==> src/rtl/disp_clr_pkg.sv <==
package disp_clr_pkg;

  typedef enum logic [1:0] {
    SEQ_IDLE  = 2'd0,
    SEQ_RESET = 2'd1,
    SEQ_CLEAR = 2'd2
  } seq_state_e;

  typedef enum logic [1:0] {
    TGT_CTRL  = 2'd0,
    TGT_CHAR  = 2'd1,
    TGT_FLASH = 2'd2,
    TGT_UDCA  = 2'd3
  } host_tgt_e;

endpackage

==> src/rtl/disp_rst_sync.sv <==
module disp_rst_sync #(
  parameter int unsigned SYNC_STAGES = 2
) (
  input  logic clk,
  input  logic rst_n,
  output logic rst_sync_n
);

  logic [SYNC_STAGES-1:0] sync_q;

  generate
    if (SYNC_STAGES == 1) begin : g_single
      always_ff @(posedge clk or negedge rst_n) begin
        if (!rst_n) sync_q <= '0;
        else        sync_q <= 1'b1;
      end
    end else begin : g_chain
      always_ff @(posedge clk or negedge rst_n) begin
        if (!rst_n) sync_q <= '0;
        else        sync_q <= {sync_q[SYNC_STAGES-2:0], 1'b1};
      end
    end
  endgenerate

  assign rst_sync_n = sync_q[SYNC_STAGES-1];

endmodule

==> src/rtl/disp_clr_fsm.sv <==
module disp_clr_fsm
  import disp_clr_pkg::*;
#(
  parameter int unsigned SEQ_CYCLES = 3
) (
  input  logic clk,
  input  logic rst_n,
  input  logic start,
  output logic busy,
  output logic clr_done
);

  localparam int unsigned CNT_W = (SEQ_CYCLES > 1) ? $clog2(SEQ_CYCLES) : 1;
  localparam logic [CNT_W-1:0] LAST_CNT = CNT_W'(SEQ_CYCLES - 1);

  seq_state_e       state_q, state_d;
  logic [CNT_W-1:0] cnt_q, cnt_d;
  logic             cnt_en;
  logic             last;

  assign last   = (cnt_q == LAST_CNT);
  assign cnt_en = (state_q != SEQ_IDLE);

  // next-state logic
  always_comb begin
    state_d = state_q;
    cnt_d   = cnt_q;
    case (state_q)
      SEQ_IDLE: begin
        if (start) begin
          state_d = SEQ_CLEAR;
          cnt_d   = '0;
        end
      end
      default: begin
        if (last) begin
          state_d = SEQ_IDLE;
          cnt_d   = '0;
        end else begin
          cnt_d   = cnt_q + 1'b1;
        end
      end
    endcase
  end

  // registers: reset enters the reset sequence at step zero
  always_ff @(posedge clk or negedge rst_n) begin
    if (!rst_n) begin
      state_q <= SEQ_RESET;
      cnt_q   <= '0;
    end else begin
      state_q <= state_d;
      if (cnt_en) cnt_q <= cnt_d;
    end
  end

  assign busy     = (state_q != SEQ_IDLE);
  assign clr_done = (state_q == SEQ_CLEAR) && last;

endmodule

==> src/rtl/disp_ctrl_reg.sv <==
module disp_ctrl_reg #(
  parameter int unsigned CHAR_W  = 8,
  parameter int unsigned CLR_BIT = 7
) (
  input  logic              clk,
  input  logic              rst_n,
  input  logic              wr_en,
  input  logic [CHAR_W-1:0] wdata,
  input  logic              clr_done,
  output logic              start,
  output logic [CHAR_W-1:0] ctrl_q
);

  localparam logic [CHAR_W-1:0] CLR_MASK = CHAR_W'(1) << CLR_BIT;

  logic [CHAR_W-1:0] ctrl_d;
  logic              ctrl_en;

  assign ctrl_en = wr_en | clr_done;

  always_comb begin
    if (wr_en) ctrl_d = wdata;
    else       ctrl_d = ctrl_q & ~CLR_MASK;
  end

  always_ff @(posedge clk or negedge rst_n) begin
    if (!rst_n)       ctrl_q <= '0;
    else if (ctrl_en) ctrl_q <= ctrl_d;
  end

  assign start = wr_en & wdata[CLR_BIT];

endmodule

==> src/rtl/disp_wport.sv <==
module disp_wport #(
  parameter int unsigned N_ENTRIES  = 8,
  parameter int unsigned CHAR_W     = 8,
  parameter int unsigned BLANK_CODE = 32'h20
) (
  input  logic                          busy,
  input  logic                          wr_char,
  input  logic                          wr_flash,
  input  logic [$clog2(N_ENTRIES)-1:0]  idx,
  input  logic [CHAR_W-1:0]             data,
  output logic [N_ENTRIES-1:0]          char_we,
  output logic [N_ENTRIES*CHAR_W-1:0]   char_wdata,
  output logic [N_ENTRIES-1:0]          flash_we,
  output logic [N_ENTRIES-1:0]          flash_wdata
);

  localparam int unsigned IDX_W = $clog2(N_ENTRIES);
  localparam logic [CHAR_W-1:0] BLANK = CHAR_W'(BLANK_CODE);

  generate
    for (genvar i = 0; i < N_ENTRIES; i++) begin : g_entry
      logic hit;
      assign hit = (idx == IDX_W'(i));
      assign char_we[i]                   = busy | (wr_char & hit);
      assign char_wdata[i*CHAR_W +: CHAR_W] = busy ? BLANK : data;
      assign flash_we[i]                  = busy | (wr_flash & hit);
      assign flash_wdata[i]               = busy ? 1'b0 : data[0];
    end
  endgenerate

endmodule

==> src/rtl/disp_clear_seq.sv <==
module disp_clear_seq
  import disp_clr_pkg::*;
#(
  parameter int unsigned N_ENTRIES   = 8,
  parameter int unsigned CHAR_W      = 8,
  parameter int unsigned SEQ_CYCLES  = 3,
  parameter int unsigned SYNC_STAGES = 2,
  parameter int unsigned CLR_BIT     = 7,
  parameter int unsigned BLANK_CODE  = 32'h20
) (
  input  logic                          clk,
  input  logic                          rst_n,
  input  logic                          ce_n,
  input  logic                          wr_n,
  input  logic [1:0]                    host_tgt,
  input  logic [$clog2(N_ENTRIES)-1:0]  host_idx,
  input  logic [CHAR_W-1:0]             host_data,
  output logic [N_ENTRIES-1:0]          char_we,
  output logic [N_ENTRIES*CHAR_W-1:0]   char_wdata,
  output logic [N_ENTRIES-1:0]          flash_we,
  output logic [N_ENTRIES-1:0]          flash_wdata,
  output logic                          udc_addr_we,
  output logic [CHAR_W-1:0]             udc_addr_wdata,
  output logic [CHAR_W-1:0]             ctrl_word,
  output logic                          busy
);

  logic rst_sync_n;
  logic host_wr;
  logic wr_ctrl, wr_char, wr_flash;
  logic start, clr_done;

  disp_rst_sync #(.SYNC_STAGES(SYNC_STAGES)) u_sync (
    .clk        (clk),
    .rst_n      (rst_n),
    .rst_sync_n (rst_sync_n)
  );

  // reset pin gates host writes directly, busy covers the sequences
  assign host_wr  = rst_n & ~ce_n & ~wr_n & ~busy;
  assign wr_ctrl  = host_wr & (host_tgt == TGT_CTRL);
  assign wr_char  = host_wr & (host_tgt == TGT_CHAR);
  assign wr_flash = host_wr & (host_tgt == TGT_FLASH);

  assign udc_addr_we    = host_wr & (host_tgt == TGT_UDCA);
  assign udc_addr_wdata = host_data;

  disp_ctrl_reg #(.CHAR_W(CHAR_W), .CLR_BIT(CLR_BIT)) u_ctrl (
    .clk      (clk),
    .rst_n    (rst_sync_n),
    .wr_en    (wr_ctrl),
    .wdata    (host_data),
    .clr_done (clr_done),
    .start    (start),
    .ctrl_q   (ctrl_word)
  );

  disp_clr_fsm #(.SEQ_CYCLES(SEQ_CYCLES)) u_fsm (
    .clk      (clk),
    .rst_n    (rst_sync_n),
    .start    (start),
    .busy     (busy),
    .clr_done (clr_done)
  );

  disp_wport #(
    .N_ENTRIES  (N_ENTRIES),
    .CHAR_W     (CHAR_W),
    .BLANK_CODE (BLANK_CODE)
  ) u_wport (
    .busy        (busy),
    .wr_char     (wr_char),
    .wr_flash    (wr_flash),
    .idx         (host_idx),
    .data        (host_data),
    .char_we     (char_we),
    .char_wdata  (char_wdata),
    .flash_we    (flash_we),
    .flash_wdata (flash_wdata)
  );

endmodule

==> config.mk <==
export PLATFORM = sky130hd
export DESIGN_NAME = disp_clear_seq
export DESIGN_NICKNAME = d
export VERILOG_FILES = /design/src/rtl/disp_clr_pkg.sv /design/src/rtl/disp_rst_sync.sv /design/src/rtl/disp_clr_fsm.sv /design/src/rtl/disp_ctrl_reg.sv /design/src/rtl/disp_wport.sv /design/src/rtl/disp_clear_seq.sv
export SDC_FILE = /design/constraint.sdc
export NUM_CORES = 1
export LEC_CHECK = 0
export BUFFER_PORTS_ARGS = -buffer_cell sky130_fd_sc_hd__buf_2
export CAP_MARGIN = 20
export CORE_MARGIN = 2
export CORE_UTILIZATION = 35
export DETAILED_ROUTE_END_ITERATION = 10
export GPL_TIMING_DRIVEN = 1
export PLACE_DENSITY_LB_ADDON = 0.12
export SYNTH_ARGS = -nofsm -noshare
export SYNTH_HDL_FRONTEND = slang
export SYNTH_HIERARCHICAL = 1
export SYNTH_SLANG_ARGS = --single-unit
==> constraint.sdc <==
create_clock -name clk -period 1.7 [get_ports clk]
set_input_delay 0 -clock clk [delete_from_list [all_inputs] [get_ports clk]]
set_output_delay 0 -clock clk [all_outputs]
set_load 0.01 [all_outputs]
Word level (Yosys, flattened, before mapping)
Index checks and enable logic that the tools add are counted.
W data, S select, Z words.
{"block": "totals", "output_inout_bits": 106, "register_bits": 14}
{"block": "classes", "n_mux": 9, "n_bitwise": 44, "reduce_logical": 9, "eq_ne": 13, "add_sub_neg": 1}
{"op": "$and A1 B1 Y1", "n": 24}
{"op": "$or A1 B1 Y1", "n": 17}
{"op": "$mux W8", "n": 2}
{"op": "$eq A3 B3 Y1 const B", "n": 4}
{"op": "$mux W2", "n": 6}
{"op": "$eq A2 B2 Y1 const B", "n": 4}
{"op": "$eq A3 B2 Y1 const B", "n": 2}
{"op": "$reduce_and A2 Y1", "n": 3}
{"op": "$logic_not A2 Y1", "n": 2}
{"op": "$reduce_bool A2 Y1", "n": 2}
{"op": "$eq A3 B1 Y1 const B", "n": 1}
{"op": "$logic_not A3 Y1", "n": 1}
{"op": "$not A1 Y1", "n": 3}
{"op": "$add A2 B1 Y2 const B", "n": 1}
{"op": "$eq A2 B1 Y1 const B", "n": 1}
{"op": "$ne A2 B2 Y1 const B", "n": 1}
{"op": "$logic_and A1 B1 Y1", "n": 1}
{"op": "$mux W1", "n": 1}

Longest topological paths before layout
Gate-level depths: netlist of the first run.
{"block": "depth", "ltp_word": 8, "depth_mapped": 7}

Hierarchy
Netlist of the first run, hierarchy kept.
{"mod": "disp_wport", "area_each_um2": 734.5, "cells_each": 96, "seq_area_each_um2": 0.0, "n_inst": 1}
{"mod": "disp_ctrl_reg", "area_each_um2": 336.6, "cells_each": 19, "seq_area_each_um2": 200.2, "n_inst": 1}
{"mod": "disp_clr_fsm", "area_each_um2": 175.2, "cells_each": 14, "seq_area_each_um2": 101.3, "n_inst": 1}
{"mod": "disp_clear_seq", "area_each_um2": 111.4, "cells_each": 14, "seq_area_each_um2": 0.0, "n_inst": 1}
{"mod": "disp_rst_sync", "area_each_um2": 53.8, "cells_each": 3, "seq_area_each_um2": 50.0, "n_inst": 1}

Worst setup path after synthesis of the first run
No wires, ideal clock.
{"block": "synth_timing", "path_type": "register to register", "from": "reg u_fsm.state_q[1]", "to": "reg u_ctrl.ctrl_q[0]", "period_less_slack_ns": 1.944, "stages_incl_launch_ff": 7, "arrival_ns": 1.819, "setup_time_ns": 0.125, "slack_ns": -0.244, "cell_sequence": "dfrtp_1 -> nor2_2 -> inv_2 -> or4b_4 -> nor3_1 -> buf_6 -> mux2_4"}
{"block": "synth_via", "elab_chain_cells": 6}
{"item": "start: declaration", "line_no": "disp_clr_fsm.sv:16", "source": "seq_state_e state_q, state_d;"}
{"item": "start signal: assignment", "line_no": "disp_clr_fsm.sv:52", "source": "state_q <= state_d;"}
{"item": "$reduce_bool A2 Y1 *", "line_no": "disp_clr_fsm.sv:57", "source": "assign busy = (state_q != SEQ_IDLE);"}
{"item": "net busy", "line_no": "disp_clear_seq.sv:25", "source": "output logic busy"}
{"item": "$not A1 Y1 *", "line_no": "disp_clear_seq.sv:40", "source": "assign host_wr = rst_n & ~ce_n & ~wr_n & ~busy;"}
{"item": "$and A1 B1 Y1 *", "line_no": "disp_clear_seq.sv:40"}
{"item": "$and A1 B1 Y1 *", "line_no": "disp_clear_seq.sv:41", "source": "assign wr_ctrl = host_wr & (host_tgt == TGT_CTRL);"}
{"item": "net wr_ctrl", "line_no": "disp_clear_seq.sv:30", "source": "logic wr_ctrl, wr_char, wr_flash;"}
{"item": "$or A1 B1 Y1", "line_no": "disp_ctrl_reg.sv:19", "source": "assign ctrl_en = wr_en | clr_done;"}
{"item": "$reduce_and A2 Y1 (no source line) *"}
{"item": "end signal: assignment", "line_no": "disp_ctrl_reg.sv:28", "source": "else if (ctrl_en) ctrl_q <= ctrl_d;"}
{"item": "end: declaration", "line_no": "disp_ctrl_reg.sv:11", "source": "output logic [CHAR_W-1:0] ctrl_q"}
Mark *: on every way through the listed nets, which the timed path passes. The rest lies on a longest branch.
A chain may end at the register's enable or synchronous reset.

Worst setup path in the final report of the first run
{"block": "layout_timing", "from": "reg u_fsm.state_q[1]", "to": "out flash_we[5]"}
{"block": "layout_via", "elab_chain_cells": 6}
{"item": "$reduce_bool A2 Y1", "line_no": "disp_clr_fsm.sv:57"}
{"item": "$not A1 Y1", "line_no": "disp_clear_seq.sv:40"}
{"item": "$and A1 B1 Y1", "line_no": "disp_clear_seq.sv:40"}
{"item": "$and A1 B1 Y1", "line_no": "disp_clear_seq.sv:43", "source": "assign wr_flash = host_wr & (host_tgt == TGT_FLASH);"}
{"item": "net wr_flash", "line_no": "disp_clear_seq.sv:30"}
{"item": "$and A1 B1 Y1", "line_no": "disp_wport.sv:26", "source": "assign flash_we[i] = busy | (wr_flash & hit);"}
{"item": "$or A1 B1 Y1", "line_no": "disp_wport.sv:26"}
{"item": "end: declaration", "line_no": "disp_clear_seq.sv:20", "source": "output logic [N_ENTRIES-1:0] flash_we,"}
The timed path passes the listed nets, and every way through them passes these cells.

==> results of run 1 <==
==> metrics by stage <==
stage | TNS [ps] | cell area, um^2 | power, W | hold WS, ps
after detailed placement | -2650 | 1580 | 0.00175 | -206
after CTS | -8360 | 1750 | 0.00220 | 1.64
after floorplan | -2640 | 1420 | 0.00159 | -296
after global routing | -14180 | 1760 | 0.00234 | 2.09
final | -8040 | 1760 | 0.00217 | 6.20
after global placement | -2170 | 1580 | 0.00174 | -205
==> area by class of cell <==
type,count,area (um^2),share of cell area
repair buffers,131,751,0.427
multi-input cells,55,533,0.303
clock buffers,4,55.1,0.0313
flip-flops and latches,14,352,0.200
well taps,50,62.6,0.0356
inverters,1,3.75,0.00214
==> worst max path at each step <==
| stage | cells after the start | start | endpoint |
|---|---|---|---|
| 2_1_floorplan | 6 | u_fsm/state_q[1] | u_ctrl/ctrl_q[0] |
| 3_3_place_gp | 6 | u_fsm/state_q[1] | u_ctrl/ctrl_q[3] |
| 3_5_place_dp | 6 | u_fsm/state_q[1] | u_ctrl/ctrl_q[3] |
| 4_1_cts | 7 | u_fsm/state_q[1] | char_we[5] |
| 5_1_grt | 7 | u_fsm/state_q[1] | char_we[1] |
| 6_report | 7 | u_fsm/state_q[1] | flash_we[5] |
==> per-layer routing <==
layer  GRT usage  part of all wire  vias up
met5           0                 0        -
met4      0.0459            0.0027        0
met3      0.0250              0.11        2
met2       0.218              0.48       83
met1       0.138              0.40      512
li1            -                 -      528
==> sequential cells by signal, indices dropped and copies added, names as in the netlist <==
register       flops
u_ctrl/ctrl_q      8
u_fsm/cnt_q        2
u_fsm/state_q      2
u_sync/sync_q      2
==> report_power, final <==
| group | switching, W | internal, W | total (W) |
|---|---|---|---|
| Sequential | 0.0000682 | 0.000430 | 0.000499 |
| Clock | 0.000120 | 0.000205 | 0.000325 |
| Combinational | 0.000672 | 0.000671 | 0.00134 |
==> cells by family (layout without fill, tap and decap cells) <==
kind of cell | after synthesis | in the layout | share of synthesized area
AOI/OAI and AO/OA | 19 | 19 | 0.115
buffers and inverters | 77 | 136 | 0.404
DFF | 14 | 14 | 0.249
muxes | 9 | 9 | 0.0922
other | 1 | 1 | 0.00266
and+or+nand+nor | 26 | 26 | 0.137
==> what timing repair did <==
action / CTS / global route
gates cloned: 0 / 0
endpoints found under the setup margin: 41 / 67
gates resized for setup: 17 / 2
pin swaps: 8 / 3
endpoints found under the hold margin: 2 / 0
buffers inserted: 1 / 0
hold buffers: 1 / 0
==> placed cells by master, fill, tap and decap left out, types with 2 or more instances in the layout <==
| cell type | count |
|---|---|
| buf_6 | 12 |
| a31o_1 | 2 |
| nor2b_1 | 7 |
| a41o_2 | 2 |
| a21o_2 | 2 |
| clkbuf_8 | 4 |
| dfrtp_1 | 13 |
| mux2_4 | 8 |
| nor2b_4 | 4 |
| buf_4 | 6 |
| nor2_1 | 3 |
| buf_2 | 112 |
| a31o_2 | 5 |
| a21o_1 | 5 |
==> out/summary.txt, run 1 <==
Warnings from Yosys: 6
Reg2Reg Depth: 7
First-pass GRT wire length: 4.21 mm
Leakage: 1.04 nW
Synth area leaders: buf_4, dfrtp_1, mux2_4, a31o_2, nor2b_1
RR Endpoint: u_ctrl/ctrl_q[2]
Grt ovf: 0
Antenna violations before repair: 0
Die ar.: 4560 um^2
Clock-pin slew on the worst setup and hold paths: 60 ps
Drt via density: 4.41
Critical path class: reg -> out
Worst Clk Skew: 0.723 ps
Most frequent cell after synthesis: buf_4
Cell variety after synth: 30
Chip width: 67.5 um
Max_slew headroom: 0.576
Worst VDD drop: 428 uV
Critical R2R Launch: u_fsm/state_q[1]
GP Congestion: 0.694
Final-report hold violation count: 0
I/O Pins: 123
Syn Area/Cell: 9.67 um^2
Reg2Reg Setup Slack: -270 ps
Critical-path maximum fanout: 4
Drt drc: 0
Critical path's top delay family: simple AND/OR/NAND/NOR gates
Critical-path top delay cell: or4b_4
Final nets: 223
Core Util, Final: 0.446
Worst skew pair latency: 240 ps
Syn Inst Count: 146
H-Tree Level Count: 1
Placed Cells incl. Taps: 249
Hold Crit Depth: 2
Setup-failing EPs final: 42
First-pass DRT Iterations: 2
Setup ws final: -288 ps
Worst slew pin tran: 634 ps
PwrDens: 1230 nW/um^2
CTS buffer count: 3
Clock net sink count: 14
CTS tree: done
Detailed-route via count: 1125
Ys async rst share: 1.00
Share of post-route cells with drive strength above 1: 0.815
Place WS: -183 ps
Vias in the first global route: 927
Number of max-cap violations: 0
Post-synth top cells: buf_4, dfrtp_1, mux2_4
Final min period: 1990 ps
WP buf/inv: 2
Crit end category: primary output
Initial core utilization: 0.358
HP Class: in -> reg
Fmax: 503 MHz
Critical path arrival: 1990 ps
Tot GR Track Use: 0.121
Largest net degree at the start of global routing: 28
Status: complete, but fails checks
Pins over their slew limit: 0
Number of synthesized register bits: 14
Cell area after synthesis: 1410 um^2
Buffers on Ports: 122
Root Driver: clkbuf_8
Fill cells: 398
Critical Path Max Stage Delay: 510 ps
Crit path cell chain: nor2_4 > inv_2 > or4b_4 > nor3b_2 > nor2b_4 > a31o_2 > buf_6
Routed WL per cell: 11.5 um
DR iter-0 viols: 11
Number of synthesized flops with an enable pin: 0
Fin cells: 255
Failing checks: setup timing
Final period util: 1.17
Required time worst endpoint: 1700 ps
Most area-hungry cell type in the Yosys netlist: buf_4
Worst hold start: host_data[1]
ANT cells: 0
Clk buf depth: 2
Post-synth top flop: dfrtp_1
Chip height: 67.5 um
Area growth syn-to-layout: 24.5%
Final HPWL from detailed placement: 2.30 mm
Register area share after synthesis: 0.249
End of the worst hold path: u_ctrl/ctrl_q[1]
Proportion of netlist area held by the largest area contributor: 0.383
Crit path launch type: flop
Post-DRT Antenna Nets: 0
Synthesized Nets: 163
Row count: 23
Post-Route WL: 2.94 mm
RSZ-0062 raised after global routing: yes
Core Region: 3940 um^2
Power figures use the tool's default switching activity.
==> inputs of run 2 (changes only) <==
- CORE_UTILIZATION: 35 -> 42
- CTS_BUF_LIST: default -> sky130_fd_sc_hd__clkbuf_4
- SKIP_CTS_REPAIR_TIMING: default -> 1
- clock period: 1.7 -> 2.4 ns (I/O delays scaled with it)
==> run 2 against run 1 <==
The flow now finishes without violations. Non-clock buffer count is 1 higher. Die area shrank 16%. Register-to-register slack gained 710 ps. Clock power fell by 55%. Sequential share of layout area up 1.1 points. Total power is 37% lower. Critical path depth did not move. Cell count is 1.2% lower. Sequential power shrank 30%. Highest routed layer is now met3.
==> out/summary.txt, run 2 (synthesis gave the netlist of run 1 again) <==
Critical-path maximum fanout: 5
Post-DRT Antenna Nets: 0
Routed WL per cell: 10.4 um
Reg2Reg Setup Slack: 440 ps
Vias in the first global route: 754
Max_slew headroom: 0.582
Multi-input logic area: 517 um^2
Final period util: 0.947
Crit path cell chain: nor2_2 > inv_2 > or4b_4 > nor3b_4 > nor2b_4 > a31o_2 > buf_2
Share of post-route cells with drive strength above 1: 0.777
H-Tree Level Count: 1
Fin cells: 252
Setup-failing EPs final: 0
Antenna violations before repair: 0
TNS Setup: 0 ps
GP Congestion: 0.648
Final min period: 2270 ps
ANT cells: 0
Final-report hold violation count: 0
I/O Pins: 123
Row count: 21
DR iter-0 viols: 10
Number of max-cap violations: 0
Initial core utilization: 0.430
Placed Cells incl. Taps: 240
HP Class: in -> async
Drt via density: 4.26
Largest net degree at the start of global routing: 28
Crit end category: primary output
Critical path class: reg -> out
Die ar.: 3840 um^2
Final HPWL from detailed placement: 1.96 mm
Critical path launch point: u_fsm/state_q[1]
Final nets: 224
Leakage: 1.01 nW
Pins over their slew limit: 0
Detailed-route via count: 1074
Clock net sink count: 14
Clock-pin slew on the worst setup and hold paths: 70 ps
Worst slew pin tran: 626 ps
First-pass GRT wire length: 3.33 mm
Core Region: 3280 um^2
Critical-path top delay cell: or4b_4
Commonest cells after routing, fill and taps aside: buf_2, dfrtp_1, dlygate4sd3_1, mux2_4, nor2b_1
RR Endpoint: u_ctrl/ctrl_q[6]
Critical R2R Launch: u_fsm/state_q[1]
Reg2Reg Depth: 6
Area growth syn-to-layout: 18.0%
Crit path launch type: flop
Status: finished, final reports clean
Critical path arrival: 2270 ps
Fill cells: 301
Critical Path Max Stage Delay: 570 ps
Fmax: 440 MHz
Worst skew pair latency: 270 ps
PwrDens: 821 nW/um^2
Worst VDD drop: 282 uV
Tot GR Track Use: 0.117
Clk buf depth: 2
Drt drc: 0
Top reg by flops: u_ctrl/ctrl_q
Chip height: 62.0 um
CTS tree: done
Root Driver: clkbuf_4
FF/Latch Area: 352 um^2
Post-Route WL: 2.62 mm
Worst Clk Skew: 8.79 ps
First-pass DRT Iterations: 4
Chip width: 62.0 um
Buffers on Ports: 122
Commonest non-fill, non-tap cell in the layout: buf_2
Grt ovf: 0
Max reg flops: 8
Required time worst endpoint: 2400 ps
RSZ-0062 raised after global routing: no
CTS buffer count: 3
[run 2: worst max-delay path by stage]
stage / to / slack (ps) / cells after the start
after global routing: flash_we[5] / 8 / 7
after floorplan: u_ctrl/ctrl_q[0] / 460 / 6
final: char_we[5] / 130 / 7
after detailed placement: flash_we[5] / 370 / 7
after global placement: flash_we[5] / 430 / 7
after CTS: flash_we[5] / 50 / 7
[run 2: per-layer routing]
layer  global-route usage  up-vias  part of all wire
li1                     -      530                 -
met1                0.146      469              0.43
met2                0.199       75              0.47
met3               0.0269        0             0.093
met4               0.0365        0                 0
met5                    0        -                 0
[run 2: report_power, final]
part / switching (W) / total [W] / internal, W
logic: 0.000453 / 0.000871 / 0.000418
registers: 0.0000466 / 0.000351 / 0.000304
clock network: 0.0000703 / 0.000146 / 0.0000756
total: 0.000569 / 0.00137 / 0.000798
[run 2: final cells by class]
cell class / instances / share of cell area
Multi-Input combinational cell: 55 / 0.310
Clock buffer: 4 / 0.0180
Timing Repair Buffer: 132 / 0.424
Tap cell: 46 / 0.0346
Inverter: 1 / 0.00225
Sequential cell: 14 / 0.211
[run 2: critical path: cells and delay by family, from the launching register on]
kind / cells / cell delay (ps)
buf+inv: 2 / 170
compound gates: 1 / 160
flops: 1 / 420
simple gates: 4 / 1260
[run 2: per-stage QoR]
step           power [W]  cell area, um^2  setup WS, ps  hold WS [ps]  utilization
6_report         0.00137             1670           127          48.0        0.507
5_1_grt          0.00150             1670          7.88          16.8        0.507
3_5_place_dp     0.00122             1530           370          -203        0.467
4_1_cts          0.00138             1560          52.2          -505        0.476
2_1_floorplan    0.00112             1410           456          -296            -
3_3_place_gp     0.00122             1530           433          -205        0.467
